$ cat src/rtl/tft_timing_pkg.sv
`timescale 1ns/1ps
package tft_timing_pkg;

  typedef enum logic [1:0] {
    PH_SYNC   = 2'b00,
    PH_BACK   = 2'b01,
    PH_ACTIVE = 2'b10,
    PH_FRONT  = 2'b11
  } phase_e;

  function automatic phase_e phase_after(phase_e cur);
    logic [1:0] t;
    t = cur;
    t = t + 2'd1;
    return phase_e'(t);
  endfunction

  function automatic int max4(int a, int b, int c, int d);
    int m;
    m = a;
    if (b > m) m = b;
    if (c > m) m = c;
    if (d > m) m = d;
    return m;
  endfunction

endpackage

$ cat src/rtl/tft_pixclk_div.sv
`timescale 1ns/1ps
module tft_pixclk_div #(
  parameter int DIV_W = 10
) (
  input  logic             clk,
  input  logic             rst_n,
  input  logic             run,
  input  logic [DIV_W-1:0] half_lim,
  output logic             clk_raw,
  output logic             pix_tick,
  output logic             pix_first
);

  logic [DIV_W-1:0] half_cnt;

  always_ff @(posedge clk or negedge rst_n) begin
    if (!rst_n) begin
      half_cnt <= '0;
      clk_raw  <= 1'b0;
    end else if (!run) begin
      half_cnt <= '0;
      clk_raw  <= 1'b0;
    end else if (half_cnt == half_lim) begin
      half_cnt <= '0;
      clk_raw  <= ~clk_raw;
    end else begin
      half_cnt <= half_cnt + 1'b1;
    end
  end

  // a pixel ends when the high half expires
  assign pix_tick  = run && (half_cnt == half_lim) && clk_raw;
  assign pix_first = run && (half_cnt == '0) && !clk_raw;

endmodule

$ cat src/rtl/tft_axis_seq.sv
`timescale 1ns/1ps
module tft_axis_seq
  import tft_timing_pkg::*;
#(
  parameter int CW = 11
) (
  input  logic                clk,
  input  logic                rst_n,
  input  logic                clr,
  input  logic                adv,
  input  logic [3:0][CW-1:0]  lims,
  output phase_e              phase,
  output logic [CW-1:0]       cnt,
  output logic                wrap
);

  logic seg_last;

  assign seg_last = (cnt == lims[phase]);
  assign wrap     = seg_last && (phase == PH_FRONT);

  always_ff @(posedge clk or negedge rst_n) begin
    if (!rst_n) begin
      phase <= PH_SYNC;
      cnt   <= '0;
    end else if (clr) begin
      phase <= PH_SYNC;
      cnt   <= '0;
    end else if (adv) begin
      if (seg_last) begin
        cnt   <= '0;
        phase <= phase_after(phase);
      end else begin
        cnt <= cnt + 1'b1;
      end
    end
  end

endmodule

$ cat src/rtl/tft_timing_gen.sv
`timescale 1ns/1ps
module tft_timing_gen
  import tft_timing_pkg::*;
#(
  parameter int DIV_W = 10,
  parameter int VS_W  = 6,
  parameter int VB_W  = 8,
  parameter int VA_W  = 10,
  parameter int VF_W  = 8,
  parameter int HS_W  = 8,
  parameter int HB_W  = 7,
  parameter int HA_W  = 11,
  parameter int HF_W  = 8,
  parameter int PIX_W = 16
) (
  input  logic             clk,
  input  logic             rst_n,
  input  logic             enable,
  input  logic [DIV_W-1:0] cfg_clk_div,
  input  logic [VS_W-1:0]  cfg_v_sync,
  input  logic [VB_W-1:0]  cfg_v_back,
  input  logic [VA_W-1:0]  cfg_v_active,
  input  logic [VF_W-1:0]  cfg_v_front,
  input  logic [HS_W-1:0]  cfg_h_sync,
  input  logic [HB_W-1:0]  cfg_h_back,
  input  logic [HA_W-1:0]  cfg_h_active,
  input  logic [HF_W-1:0]  cfg_h_front,
  input  logic             inv_vsync,
  input  logic             inv_hsync,
  input  logic             inv_den,
  input  logic             inv_data,
  input  logic             vclk_edge_sel,
  input  logic [PIX_W-1:0] pix_in,
  output logic             pix_clk,
  output logic             hsync,
  output logic             vsync,
  output logic             data_en,
  output logic [PIX_W-1:0] pix_out,
  output logic             pix_start,
  output logic [1:0]       hphase,
  output logic [1:0]       vphase,
  output logic [VA_W-1:0]  lines_left
);

  localparam int HCW = max4(HS_W, HB_W, HA_W, HF_W);
  localparam int VCW = max4(VS_W, VB_W, VA_W, VF_W);

  logic running, start, stop, clr;
  logic clk_raw, pix_tick, pix_first;
  logic h_wrap, v_wrap, frame_end;
  logic hs_raw, vs_raw, de_raw;
  phase_e h_ph, v_ph;
  logic [HCW-1:0] h_cnt;
  logic [VCW-1:0] v_cnt;
  logic [3:0][HCW-1:0] h_lims;
  logic [3:0][VCW-1:0] v_lims;

  // run control: start from idle, stop only on a frame boundary
  assign start     = enable && !running;
  assign frame_end = pix_tick && h_wrap && v_wrap;
  assign stop      = running && !enable && frame_end;
  assign clr       = start || stop;

  always_ff @(posedge clk or negedge rst_n) begin
    if (!rst_n)     running <= 1'b0;
    else if (start) running <= 1'b1;
    else if (stop)  running <= 1'b0;
  end

  tft_pixclk_div #(.DIV_W(DIV_W)) u_div (
    .clk       (clk),
    .rst_n     (rst_n),
    .run       (running),
    .half_lim  (cfg_clk_div),
    .clk_raw   (clk_raw),
    .pix_tick  (pix_tick),
    .pix_first (pix_first)
  );

  assign h_lims = {HCW'(cfg_h_front), HCW'(cfg_h_active), HCW'(cfg_h_back), HCW'(cfg_h_sync)};
  assign v_lims = {VCW'(cfg_v_front), VCW'(cfg_v_active), VCW'(cfg_v_back), VCW'(cfg_v_sync)};

  tft_axis_seq #(.CW(HCW)) u_hseq (
    .clk   (clk),
    .rst_n (rst_n),
    .clr   (clr),
    .adv   (pix_tick),
    .lims  (h_lims),
    .phase (h_ph),
    .cnt   (h_cnt),
    .wrap  (h_wrap)
  );

  tft_axis_seq #(.CW(VCW)) u_vseq (
    .clk   (clk),
    .rst_n (rst_n),
    .clr   (clr),
    .adv   (pix_tick && h_wrap),
    .lims  (v_lims),
    .phase (v_ph),
    .cnt   (v_cnt),
    .wrap  (v_wrap)
  );

  assign hs_raw = running && (h_ph == PH_SYNC);
  assign vs_raw = running && (v_ph == PH_SYNC);
  assign de_raw = running && (h_ph == PH_ACTIVE) && (v_ph == PH_ACTIVE);

  always_comb begin
    pix_clk   = clk_raw ^ vclk_edge_sel;
    hsync     = hs_raw ^ inv_hsync;
    vsync     = vs_raw ^ inv_vsync;
    data_en   = de_raw ^ inv_den;
    pix_out   = de_raw ? (pix_in ^ {PIX_W{inv_data}}) : '0;
    pix_start = pix_first && de_raw;
    hphase    = h_ph;
    vphase    = v_ph;
    unique case (v_ph)
      PH_ACTIVE: lines_left = cfg_v_active - v_cnt[VA_W-1:0];
      PH_FRONT:  lines_left = '0;
      default:   lines_left = cfg_v_active;
    endcase
  end

endmodule

$ cat config.mk
export PLATFORM = sky130hd
export DESIGN_NAME = tft_timing_gen
export DESIGN_NICKNAME = d
export VERILOG_FILES = /design/src/rtl/tft_timing_pkg.sv /design/src/rtl/tft_pixclk_div.sv /design/src/rtl/tft_axis_seq.sv /design/src/rtl/tft_timing_gen.sv
export SDC_FILE = /design/constraint.sdc
export NUM_CORES = 1
export LEC_CHECK = 0
export BUFFER_PORTS_ARGS = -buffer_cell sky130_fd_sc_hd__buf_4
export CORE_MARGIN = 5
export CORE_UTILIZATION = 45
export DETAILED_ROUTE_END_ITERATION = 7
export PLACE_DENSITY = 0.76
export SLEW_MARGIN = 20
export SYNTH_ARGS = -nofsm -noshare
export SYNTH_HDL_FRONTEND = slang
export SYNTH_HIERARCHICAL = 1
export SYNTH_SLANG_ARGS = --single-unit
$ cat constraint.sdc
create_clock -name clk -period 5.85 [get_ports clk]
set_input_delay 0.8775 -clock clk [delete_from_list [all_inputs] [get_ports clk]]
set_output_delay 0.8775 -clock clk [all_outputs]
set_load 0.02 [all_outputs]
==> metrics.cfg, run 1 <==
[synth]
synth-edff-count = 0
yosysUniqueCellTypes = 53
synthFlopType = dfrtp_1
synth_warnings = 6
ys_seq_elements = 37
syn_area_um2 = 3696
synth_seq_area_share = 0.2505
async_reset_ff_frac = 1.000
syn_inst = 387
syn_area_per_cell_um2 = 9.551

[global_route]
antenna_found_initial = 0
track_usage = 0.1952
grt_max_degree = 38
grt_pass1_wl_um = 16130
gr-total-overflow = 0
first_global_vias = 3458

[detailed_routing]
drc = 0
routed-wl-met3_um = 556
vias = 3413
met2_length_um = 4983
drt_iter0_markers = 175
routedLengthMet1_um = 4070
drt-pass1-iter-count = 4
maxUsedRoutingLayer = met4
wirelength_um = 9790
drtAntennaViolNets = 0
viasPerCell = 5.366
wl_per_cell_um = 15.39

[sta]
min_period_ns = 4.522
finalSetupTns_ns = 0
hold_violations = 0
hold_ws_ns = 0.5412
finalMaxSlewViolations = 0
rsz0062_at_grt = no
worst_pin_slew_ns = 0.8322
slew_headroom = 0.4452
clock.fmax_mhz = 221.1
clock-skew-final_ns = 0.01015
setup_violations = 0
period_share = 0.7730

[worst_setup_path]
setup.worst_path.end_class = flop
critPathSlowestCell = dfrtp_1
crit_fanout = 37
crit_type = reg2reg
slowest_delay_ns = 0.88
cp.arrival_ns = 4.73
crit_chain = mux4_1 > xnor2_1 > nand4_1 > nor3_1 > and2_1 > and2_1 > nand2_1 > nor2_1 > mux2_2 > buf_4 > o2111ai_1 > inv_1 > nand3_1 > xor2_1 > nor3_1
worstPathRequired_ns = 6.06
cp-start-kind = flop

[finish]
n_fill_cell = 720
final_cell_mix = buf_4 (136), xnor2_1 (60), nor2_1 (39)
layout-area-overhead-vs-synth_pct = 33.85
fin_cells = 636
diodes = 0
layout_commonest_cell = buf_4
fin_nets = 646
drive_gt1_frac = 0.3239

[cts]
postCtsHoldBufs = 0
cts-root-buf = clkbuf_8
cts_htree_levels = 2
cts_buffer_depth = 2
cts_made_buffers = 5
clkLatencyLatePin_ns = 0.30
postCtsSetupBuffers = 0
cts_sinks = 37
cts.clk_slew.worst_paths_ns = 0.08
cts_tree = built
cts_resized = 0

[floorplan]
start_util = 0.4567
top_level_ports = 135
die_h_um = 100.6
coreArea_um2 = 8093
die_w_um = 100.6
rows = 33
die_area_um2 = 10130

[power_and_ir_drop]
cellPowerDensity_nw_per_um2 = 165.2
peakVddDrop_v = 0.00009166
power.leakage_nw = 2.177

[placement]
io_buffer_count = 134
place.gp.congestion = 0.8893
dp.cells = 628
dp_hpwl_um = 7888

[run_status]
status = finished clean

[flow_run]
cap_viol_max_count = 0

[min_path]
hold_path_class = in2async

where the power goes:
part | leakage (nW) | switching (mW) | internal [mW]
sequential | 0.495 | 0.0454 | 0.282
combinational | 1.62 | 0.118 | 0.142
clock | 0.0585 | 0.0904 | 0.139
total | 2.18 | 0.254 | 0.564
flip-flops by register name, summed over array words and instances, names as in the netlist:
name	count
u_hseq/phase	2
running	1
u_vseq/cnt	10
u_vseq/phase	2
u_hseq/cnt	11
u_div/clk_raw	1
u_div/half_cnt	10
critical path, delay by kind of cell, from the launching register on:
kind,cells,cell delay (ns)
flops,1,0.88
xor+xnor,2,0.43
simple gates,8,1.53
mux,2,0.83
buf+inv,2,0.46
compound gates,1,0.27
synth_stat cells, types with 2 or more instances:
library cell,n,share of area
and3_1,3,0.0051
a21o_1,3,0.0061
nand2_1,23,0.023
xnor2_1,60,0.14
mux2_2,3,0.0091
dfrtp_1,37,0.25
a21oi_1,3,0.0041
mux4_1,10,0.071
nand3_1,12,0.016
mux4_2,11,0.067
mux2i_1,4,0.011
nor2b_1,5,0.0085
o22ai_1,10,0.017
nand2b_1,14,0.024
nand4_2,2,0.0068
ha_1,15,0.051
buf_6,3,0.0091
o21ai_1,2,0.0027
and2_1,4,0.0068
nor2_1,39,0.040
clkbuf_1,12,0.012
nor3b_1,3,0.0061
inv_1,25,0.025
o2111ai_1,3,0.0071
mux2_4,2,0.0081
nor3_1,18,0.024
nand4_1,9,0.015
xor2_1,16,0.038
o21ai_0,3,0.0041
nor4_1,4,0.0068
a2111oi_0,2,0.0047
xnor2_2,2,0.0088
o32ai_1,4,0.0095
a31oi_1,2,0.0034
metal layers:
layer,up-vias,track usage
met2,111,0.3301
met1,1641,0.2550
met3,15,0.03599
met5,-,0
met4,0,0.05492
li1,1646,-
layout make-up:
type,count,area (um2),area share
clock buffer,7,86.33,0.01745
clock inverter,1,30.03,0.006070
inverter,25,93.84,0.01897
multi-input combinational,325,2659,0.5374
sequential,37,925.9,0.1872
tap,105,131.4,0.02656
timing repair buffer,136,1021,0.2064
path summary, 6_finish.rpt:
check	slack, ns	cells after the start	from	end
max in group asynchronous	4.98	1	rst_n	u_hseq/phase[1]
min in group clk	0.56	1	u_div/half_cnt[0]	u_div/half_cnt[0]
worst min-delay path	0.54	1	rst_n	u_hseq/cnt[7]
worst max-delay path	1.33	15	u_hseq/phase[0]	u_hseq/cnt[6]
worst max register to register	1.33	15	u_hseq/phase[0]	u_hseq/cnt[6]
worst min register to register	0.56	1	u_div/half_cnt[0]	u_div/half_cnt[0]
per-stage QoR:
| step | instance area [um2] | util | power (mW) | setup slack [ns] |
|---|---|---|---|---|
| floorplan | 3760 | - | 0.4931 | 1.998 |
| global placement | 4831 | 0.5969 | 0.5814 | 1.655 |
| detailed placement | 4831 | 0.5969 | 0.5930 | 1.405 |
| CTS | 4947 | 0.6113 | 0.8230 | 1.385 |
| global route | 4947 | 0.6113 | 0.8676 | 0.9081 |
| finish | 4947 | 0.6113 | 0.8172 | 1.328 |
cells by family after synthesis:
family                   synth area share
AND/OR/NAND/NOR                    0.2065
XOR/XNOR                           0.1889
buffers and inverters             0.04908
AO/OA/AOI/OAI                     0.08158
flip-flops                         0.2505
multiplexers                       0.1662
adder cells (fa/ha/maj)           0.05620
other                            0.001015
No activity file was read; power rests on OpenSTA's default activity.
==> run 2: changes to the inputs <==
==> constraint.sdc (replaced) <==
create_clock -name clk -period 4.6 [get_ports clk]
set_input_delay 0.69 -clock clk [delete_from_list [all_inputs] [get_ports clk]]
set_output_delay 0.69 -clock clk [all_outputs]
set_load 0.02 [all_outputs]
==> metrics.cfg, run 2 (synthesized netlist as in run 1, its figures left out) <==
[sta]
min_period_ns = 4.156  ; -0.3661 ns
worst_pin_slew_ns = 0.7912  ; -0.04107 ns
hold_violations = 0  ; unchanged
setup_violations = 0  ; unchanged
slew_headroom = 0.4726  ; +0.02738
rsz0062_at_grt = no
clock.fmax_mhz = 240.6  ; +8.8%
period_share = 0.9034  ; +0.1305
finalMaxSlewViolations = 0  ; unchanged
clock-skew-final_ns = 0.006567  ; -0.003588 ns
finalSetupTns_ns = 0  ; unchanged

[detailed_routing]
drc = 0  ; unchanged
wl_per_cell_um = 15.75  ; +2.3%
viasPerCell = 5.396  ; +0.55%
drt_iter0_markers = 181  ; +3.4%
drtAntennaViolNets = 0  ; unchanged
drt-pass1-iter-count = 4  ; unchanged
vias = 3448  ; +1.0%
wirelength_um = 10070  ; +2.8%

[finish]
largest_reg_flops = 11  ; unchanged
reg_top3 = u_hseq/cnt: 11 flops, u_div/half_cnt: 10 flops, u_vseq/cnt: 10 flops
stdcell_area_um2 = 4942  ; -0.10%
final_cell_mix = buf_4 (139), xnor2_1 (60), nor2_1 (39)
drive_gt1_frac = 0.3296  ; +0.005671
regMostFlops = u_hseq/cnt
fin_nets = 649  ; +0.46%
layout-area-overhead-vs-synth_pct = 33.72
layout_commonest_cell = buf_4
diodes = 0  ; unchanged

[worst_setup_path]
crit_type = reg2reg
worstPathRequired_ns = 4.81  ; -1.25 ns
rr_startpoint = u_hseq/phase[0]
r2r_end = u_hseq/cnt[6]
ff2ff_setup_slack_ns = 0.44  ; -0.88 ns
cp.arrival_ns = 4.37  ; -0.36 ns
setup.worst_path.end_class = flop
slowest_delay_ns = 0.86  ; -0.02 ns
cp-start-kind = flop
critPathSlowestCell = dfrtp_1
r2r_cells = 15  ; unchanged
crit_fanout = 37  ; unchanged
crit_chain = mux4_2 > xnor2_1 > nand4_1 > nor3_1 > and2_1 > and2_1 > nand2_1 > nor2_1 > mux2_2 > buf_4 > o2111ai_1 > inv_1 > nand3_1 > xor2_1 > nor3_1

[cts]
cts_tree = built
cts.clk_slew.worst_paths_ns = 0.07  ; about the same
clkLatencyLatePin_ns = 0.29  ; about the same
cts_htree_levels = 2  ; unchanged
cts_buffer_depth = 2  ; unchanged
cts-root-buf = clkbuf_8
cts_made_buffers = 5  ; unchanged
postCtsHoldBufs = 0  ; unchanged
cts_sinks = 37  ; unchanged

[floorplan]
die_w_um = 100.6  ; unchanged
rows = 33  ; unchanged
die_h_um = 100.6  ; unchanged
start_util = 0.4567  ; unchanged
coreArea_um2 = 8093  ; unchanged
top_level_ports = 135  ; unchanged
die_area_um2 = 10130  ; unchanged

[power_and_ir_drop]
power.leakage_nw = 2.180  ; +0.14%
cellPowerDensity_nw_per_um2 = 195.3  ; +18%
p_total_mw = 0.9651  ; +18%
peakVddDrop_v = 0.0001006  ; +9.7%

[global_route]
grt_max_degree = 38  ; unchanged
gr-total-overflow = 0  ; unchanged
grt_pass1_wl_um = 16680  ; +3.5%
first_global_vias = 3572  ; +3.3%
track_usage = 0.2005  ; +0.005237
antenna_found_initial = 0  ; unchanged

[placement]
place.gp.congestion = 0.8272  ; -7.0%
io_buffer_count = 134  ; unchanged
dp_hpwl_um = 8139  ; +3.2%
place_area_um2 = 4853  ; +0.47%

[flow_run]
cap_viol_max_count = 0  ; unchanged

[min_path]
hold_path_class = in2async

[run_status]
status = finished clean

==> run 2: cell types whose count changed in the layout (fill, tap and decap cells not counted), sizes merged <==
cell	before	now
buf	136	139
clkinv	0	2
bufinv	1	0
clkbuf	7	6
==> run 2: worst max-delay path by stage <==
stage	start	endpoint	cells after the start
2_1_floorplan	u_vseq/phase[0]	u_vseq/cnt[9]	15
3_3_place_gp	u_vseq/phase[0]	u_hseq/cnt[7]	14
3_5_place_dp	u_vseq/phase[0]	u_hseq/cnt[10]	14
4_1_cts	u_vseq/phase[0]	u_hseq/cnt[6]	14
5_1_grt	u_hseq/phase[0]	u_hseq/cnt[6]	15
6_report	u_hseq/phase[0]	u_hseq/cnt[6]	15
==> run 2: stage by stage <==
step	instances	worst slack (ns)	util	hold slack, ns
final	639	0.4442	0.6107	0.3579
after CTS	639	0.2701	0.6099	0.3672
after global routing	639	0.05393	0.6107	0.3922
after detailed placement	631	0.3136	0.5997	0.5516
after global placement	631	0.6009	0.5997	0.5497
after floorplan	404	0.8912	-	0.3944
==> run 2: timing repair <==
item,4_1_cts,5_1_grt
endpoints found under the setup margin,0,7
resized for setup,0,1
setup buffers,0,0
==> run 2: metal layers <==
| layer | routed length, um | GRT usage |
|---|---|---|
| met5 | 0 | 0 |
| met4 | 204 | 0.06528 |
| met3 | 596 | 0.03045 |
| met2 | 5117 | 0.3484 |
| met1 | 4147 | 0.2543 |
==> run 2: layout make-up <==
type	count	area [um2]
clock buffers	6	72.57
clock inverters	2	10.01
fillers	717	3151
inverters	25	93.84
multi-input cells	325	2665
flip-flops and latches	37	925.9
well taps	105	131.4
repair buffers	139	1044
==> run 2: power breakdown <==
group	switching [mW]	total, mW	internal, mW
Clock	0.112	0.217	0.105
Combinational	0.150	0.331	0.181
Sequential	0.0579	0.417	0.359
Total	0.320	0.965	0.645
==> run 2: worst max-delay path, delay by kind of cell (launching register included) <==
kind	cells	cell delay, ns
mux	2	0.78
flops	1	0.86
xor+xnor	2	0.40
compound gates	1	0.27
simple gates	8	1.31
buf+inv	2	0.45
